$ cat src/rtl/fsp_pkg.sv
package fsp_pkg;
  typedef enum logic {
    RX_IDLE  = 1'b0,
    RX_SHIFT = 1'b1
  } rx_state_e;

  function automatic int max_log2(input int min_log2, input int sel_w);
    return min_log2 + (1 << sel_w) - 1;
  endfunction
endpackage

$ cat src/rtl/fsp_sclk_gen.sv
module fsp_sclk_gen #(
  parameter int SCLK_HALF = 2
) (
  input  logic clk,
  input  logic rst_n,
  input  logic en,
  output logic sclk,
  output logic rise,
  output logic fall
);
  localparam int DIV = 2 * SCLK_HALF;
  localparam int CW  = (DIV > 2) ? $clog2(DIV) : 1;
  localparam logic [CW-1:0] PH_LAST = CW'(DIV - 1);
  localparam logic [CW-1:0] PH_FALL = CW'(SCLK_HALF - 1);

  logic [CW-1:0] phase;

  assign rise = en && (phase == PH_LAST);
  assign fall = en && (phase == PH_FALL);

  always_ff @(posedge clk or negedge rst_n) begin
    if (!rst_n) begin
      phase <= PH_LAST;
      sclk  <= 1'b0;
    end else if (!en) begin
      phase <= PH_LAST;
      sclk  <= 1'b0;
    end else if (rise) begin
      phase <= '0;
      sclk  <= 1'b1;
    end else begin
      phase <= phase + 1'b1;
      if (fall) sclk <= 1'b0;
    end
  end
endmodule

$ cat src/rtl/fsp_tx.sv
module fsp_tx #(
  parameter int WORD_W   = 16,
  parameter int DIV_LOG2 = 2,
  parameter int MIN_LOG2 = 7,
  parameter int DEF_LOG2 = 11,
  parameter int SEL_W    = 3
) (
  input  logic              clk,
  input  logic              rst_n,
  input  logic              en,
  input  logic              rise,
  input  logic [SEL_W-1:0]  rate_sel,
  input  logic              rate_load,
  input  logic [WORD_W-1:0] tx_data,
  input  logic              tx_valid,
  output logic              tx_ready,
  output logic              sofs,
  output logic              sdo
);
  localparam int MAXL   = fsp_pkg::max_log2(MIN_LOG2, SEL_W);
  localparam int LOG_W  = $clog2(MAXL + 1);
  localparam int SLOT_W = MAXL - DIV_LOG2 + 1;

  logic [LOG_W-1:0]  cur_lg, pend_lg;
  logic [SLOT_W-1:0] slot, slot_last;
  logic [WORD_W-1:0] wd;

  // frame length in serial slots is 2^(log2 period - log2 divider)
  assign slot_last = (SLOT_W'(1) << (cur_lg - LOG_W'(DIV_LOG2))) - 1'b1;
  assign tx_ready  = rise && (slot == '0);

  always_ff @(posedge clk or negedge rst_n) begin
    if (!rst_n) begin
      cur_lg  <= LOG_W'(DEF_LOG2);
      pend_lg <= LOG_W'(DEF_LOG2);
      slot    <= '0;
      wd      <= '0;
      sofs    <= 1'b0;
      sdo     <= 1'b0;
    end else begin
      if (!en) begin
        slot <= '0;
        sofs <= 1'b0;
        sdo  <= 1'b0;
      end else if (rise) begin
        sofs <= (slot == '0);
        if (slot == '0) begin
          wd  <= tx_valid ? tx_data : '0;
          sdo <= 1'b0;
        end else if (slot <= SLOT_W'(WORD_W)) begin
          sdo <= wd[WORD_W-1];
          wd  <= wd << 1;
        end else begin
          sdo <= 1'b0;
        end
        if (slot == slot_last) begin
          slot   <= '0;
          cur_lg <= pend_lg;
        end else begin
          slot <= slot + 1'b1;
        end
      end
      if (rate_load) pend_lg <= LOG_W'(MIN_LOG2) + LOG_W'(rate_sel);
    end
  end
endmodule

$ cat src/rtl/fsp_rx.sv
module fsp_rx #(
  parameter int WORD_W = 16
) (
  input  logic              clk,
  input  logic              rst_n,
  input  logic              en,
  input  logic              fall,
  input  logic              sdi,
  input  logic              sifs,
  output logic [WORD_W-1:0] rx_data,
  output logic              rx_valid
);
  import fsp_pkg::*;
  localparam int CNT_W = $clog2(WORD_W);
  localparam logic [CNT_W-1:0] LAST_BIT = CNT_W'(WORD_W - 1);

  rx_state_e         st;
  logic [CNT_W-1:0]  cnt;
  logic [WORD_W-1:0] sh;

  always_ff @(posedge clk or negedge rst_n) begin
    if (!rst_n) begin
      st       <= RX_IDLE;
      cnt      <= '0;
      sh       <= '0;
      rx_data  <= '0;
      rx_valid <= 1'b0;
    end else begin
      rx_valid <= 1'b0;
      if (!en) begin
        st  <= RX_IDLE;
        cnt <= '0;
      end else if (fall) begin
        if (st == RX_SHIFT) begin
          sh  <= {sh[WORD_W-2:0], sdi};
          cnt <= cnt + 1'b1;
          if (cnt == LAST_BIT) begin
            rx_valid <= 1'b1;
            rx_data  <= {sh[WORD_W-2:0], sdi};
            st       <= RX_IDLE;
          end
        end
        // a sync restarts the count, also in the middle of a word
        if (sifs) begin
          st  <= RX_SHIFT;
          cnt <= '0;
        end
      end
    end
  end
endmodule

$ cat src/rtl/fsync_serial_port.sv
module fsync_serial_port #(
  parameter int WORD_W    = 16,
  parameter int SCLK_HALF = 2,
  parameter int MIN_LOG2  = 7,
  parameter int DEF_LOG2  = 11,
  parameter int SEL_W     = 3
) (
  input  logic              clk,
  input  logic              rst_n,
  input  logic              en,
  input  logic [SEL_W-1:0]  rate_sel,
  input  logic              rate_load,
  input  logic [WORD_W-1:0] tx_data,
  input  logic              tx_valid,
  output logic              tx_ready,
  input  logic              sdi,
  input  logic              sifs,
  output logic              sclk,
  output logic              sofs,
  output logic              sdo,
  output logic [WORD_W-1:0] rx_data,
  output logic              rx_valid
);
  localparam int DIV_LOG2 = $clog2(2 * SCLK_HALF);

  logic rise, fall;

  fsp_sclk_gen #(.SCLK_HALF(SCLK_HALF)) u_clk (
    .clk(clk), .rst_n(rst_n), .en(en),
    .sclk(sclk), .rise(rise), .fall(fall)
  );

  fsp_tx #(
    .WORD_W(WORD_W), .DIV_LOG2(DIV_LOG2), .MIN_LOG2(MIN_LOG2),
    .DEF_LOG2(DEF_LOG2), .SEL_W(SEL_W)
  ) u_tx (
    .clk(clk), .rst_n(rst_n), .en(en), .rise(rise),
    .rate_sel(rate_sel), .rate_load(rate_load),
    .tx_data(tx_data), .tx_valid(tx_valid), .tx_ready(tx_ready),
    .sofs(sofs), .sdo(sdo)
  );

  fsp_rx #(.WORD_W(WORD_W)) u_rx (
    .clk(clk), .rst_n(rst_n), .en(en), .fall(fall),
    .sdi(sdi), .sifs(sifs), .rx_data(rx_data), .rx_valid(rx_valid)
  );
endmodule

$ cat config.mk
export PLATFORM = sky130hd
export DESIGN_NAME = fsync_serial_port
export DESIGN_NICKNAME = d
export VERILOG_FILES = /design/src/rtl/fsp_pkg.sv /design/src/rtl/fsp_sclk_gen.sv /design/src/rtl/fsp_tx.sv /design/src/rtl/fsp_rx.sv /design/src/rtl/fsync_serial_port.sv
export SDC_FILE = /design/constraint.sdc
export NUM_CORES = 1
export LEC_CHECK = 0
export BUFFER_PORTS_ARGS = -buffer_cell sky130_fd_sc_hd__buf_2
export CORE_MARGIN = 1
export CORE_UTILIZATION = 52
export CTS_CLUSTER_SIZE = 24
export DETAILED_ROUTE_END_ITERATION = 7
export HOLD_SLACK_MARGIN = 0.1
export PLACE_DENSITY = 0.72
export SKIP_CTS_REPAIR_TIMING = 1
export SLEW_MARGIN = 20
export SYNTH_ARGS = -nofsm -noshare
export SYNTH_HDL_FRONTEND = slang
export SYNTH_SLANG_ARGS = --single-unit
$ cat constraint.sdc
create_clock -name clk -period 4.6 [get_ports clk]
set_input_delay 0.46 -clock clk [delete_from_list [all_inputs] [get_ports clk]]
set_output_delay 0.46 -clock clk [all_outputs]
set_load 0.1 [all_outputs]
==> impl_metrics.yaml <==
grt:
  grt_pass1_wl_um: 13300
  grt_antenna_before_repair: 0
  gr-total-overflow: 0
  track_usage_pct: 20.1
  grt_max_degree: 80
  grt_pass1_vias: 2868
logic_synthesis:
  synth-edff-count: 0
  synth_top_cell_by_area: "dfrtp_1"
  ys_seq_elements: 79
  yosys-top-cells-area: "dfrtp_1, mux2_2, dfstp_2"
  syn_avg_cell_area_um2: 10.2
  syn-cell-area_mm2: 0.00408
  syn_inst: 400
  synth_cell_types: 47
  synth_top_area_share_pct: 43.6
  synthArstFlopShare_pct: 100
  synth.most_common_cell: "dfrtp_1"
  syn_nets: 434
  yosys_warnings: 0
  ys_dominant_reg_cell: "dfrtp_1"
  yosysSeqAreaShare_pct: 48.7
  synthTopCellsByCount: "dfrtp_1, nand2_1, a21oi_1"
floorplan:
  start_util_pct: 55.1
  die_w_um: 90.6
  die_h_um: 90.6
  die_area_mm2: 0.00820
  num_io_pins: 47
  design.core.area_mm2: 0.00741
  std_cell_rows: 31
cells_and_area:
  nets: 467
  drive_above_1_share_pct: 26.5
  stdcell_count: 537
  post-route-cell-area_mm2: 0.00463
  diodes: 0
  fillCellCount: 601
  syn_to_final_growth_pct: 13.6
sta:
  period_share_pct: 87.9
  period_needed_ps: 4040
  rsz0062_at_grt: "false"
  slew_headroom_pct: 42.5
  hold_viol: 0
  setup_viol: 0
  finalClockSkew_ps: 6.78
  timing.final.ws_setup_ps: 558
  finalSetupTns_ps: 0
  clock.fmax_mhz: 247
  worstMarginPinSlew_ps: 861
  drv_slew: 0
power:
  vdd_drop_max_uv: 286
  p_per_area_mw_per_mm2: 386
  leakage_nw: 2.25
place:
  place_ws_ps: 603
  gp_congestion: 0.837
  placed_cell_area_mm2: 0.00434
  dp_cells: 519
  dpl.hpwl_um: 5170
  io_buffers: 46
route:
  dr.pass1.iters: 5
  vias_per_cell: 5.67
  routed_wirelength_um: 7860
  drtAntennaViolNets: 0
  drc: 0
  drtIter0Drc: 247
  vias: 3045
  avgRoutedWirePerCell_um: 14.6
clock_network:
  cts_buffers: 9
  path_clk_slew_ps: 80
  clk_latency_ps: 350
  clockBufferDepth: 2
  cts_tree: "built"
  clkSinkCount: 79
  ctsHtreeMaxLevel: 3
  cts-root-buf: "clkbuf_8"
critical_path:
  slowest_delay_ps: 620
  required_ps: 4840
  end_kind: "register"
  arrival_ps: 4280
  critPathMaxFanout: 15
  path_buf_inv: 2
  critPathSlowestCell: "dfstp_2"
  crit_family: "simple AND/OR/NAND/NOR gates"
  cp-start-kind: "register"
  crit_chain: "inv_1 > ha_1 > and3b_1 > nand2_1 > ha_1 > nor4b_1 > mux2_1 > a21oi_1 > xnor2_1 > nor3_2 > buf_4 > nand4_1 > mux2_1"
  crit_type: "reg2reg"
outcome:
  status: "finished clean"
flow_run:
  drv_cap: 0
min_path:
  min_path_type: "in2reg"
where the power goes:
part	total, W	leakage [nW]	internal, W	switching [W]
Combinational	0.000370	1.08	0.000141	0.000230
Sequential	0.000784	1.06	0.000750	0.0000340
Clock	0.000636	0.122	0.000368	0.000268
cell type report:
class                      instances  area, µm²  share of cell area [%]
clock buffer                       9        124                    2.67
multi-input combinational        282       1940                    41.9
inverter                          10       37.5                   0.810
tap                               99        124                    2.67
timing repair buffer              51        293                    6.32
clock inverter                     7        126                    2.73
sequential                        79       1990                    42.9
layout by cell type, fill, tap and decap left out, types with 4 or more instances in the layout:
cell type  netlist  layout
dfrtp_1         71      71
buf_2            8      45
nand2_1         41      41
a21oi_1         35      35
mux2_2          34      34
nor2_1          19      19
and3_1          19      19
o21ai_0         18      18
nand3_1         14      14
inv_1           10      10
nor2b_1         10      10
xnor2_1          9       9
clkbuf_8         0       9
ha_1             8       8
dfstp_2          8       8
nor3_1           7       7
o21ai_1          7       7
a221o_1          7       7
nand4_1          5       5
mux2i_1          5       5
xor2_1           4       4
mux2_1           4       4
buf_4            1       4
per-stage QoR:
step	util, %	total power (W)	hold slack [ps]
floorplan	-	0.00108	164
global placement	58.5	0.00115	462
detailed placement	58.5	0.00116	471
global route	62.5	0.00188	338
finish	62.5	0.00179	328
CTS	61.9	0.00180	311
state kept, by name, indices dropped and copies added (netlist names):
name           count
u_clk.phase        2
u_clk.sclk         1
u_rx.cnt           4
u_rx.rx_data      16
u_rx.rx_valid      1
u_rx.sh           15
u_rx.st            1
u_tx.cur_lg        4
u_tx.pend_lg       4
u_tx.sdo           1
u_tx.slot         13
u_tx.sofs          1
u_tx.wd           16
path summary, 6_finish.rpt:
path	startpoint	end	slack, ps	cells after the start
max	u_tx.cur_lg[1]$_DFFE_PN1P_	u_tx.cur_lg[2]$_DFFE_PN0P_	560	13
max in group asynchronous	rst_n	u_tx.pend_lg[1]$_DFFE_PN1P_	3460	3
min in group asynchronous	rst_n	u_tx.slot[5]$_DFFE_PN0P_	520	2
min reg2reg	u_tx.sdo$_DFFE_PN0P_	u_tx.sdo$_DFFE_PN0P_	480	2
min	rate_load	u_tx.pend_lg[3]$_DFFE_PN1P_	330	2
max reg2reg	u_tx.cur_lg[1]$_DFFE_PN1P_	u_tx.cur_lg[2]$_DFFE_PN0P_	560	13
cells by family (layout without fill, tap and decap cells):
kind of cell               after synthesis  in the layout  synth area share (%)
buffers and inverters                   39             77                  3.93
xor gates and xnor gates                14             14                  3.19
muxes                                   43             43                  11.7
and+or+nand+nor                        130            130                  16.7
adders and majority gates                8              8                  2.45
AOI/OAI and AO/OA                       87             87                  13.3
DFF                                     79             79                  48.7
metal layers:
metal	part of all wire [%]	GRT usage, %	vias up
met3	4.1	5.81	6
met1	45	26.8	1492
met4	0.94	5.91	0
met2	50	32.1	57
li1	-	-	1490
met5	0	0	-
No activity file was read; power rests on OpenSTA's default activity.
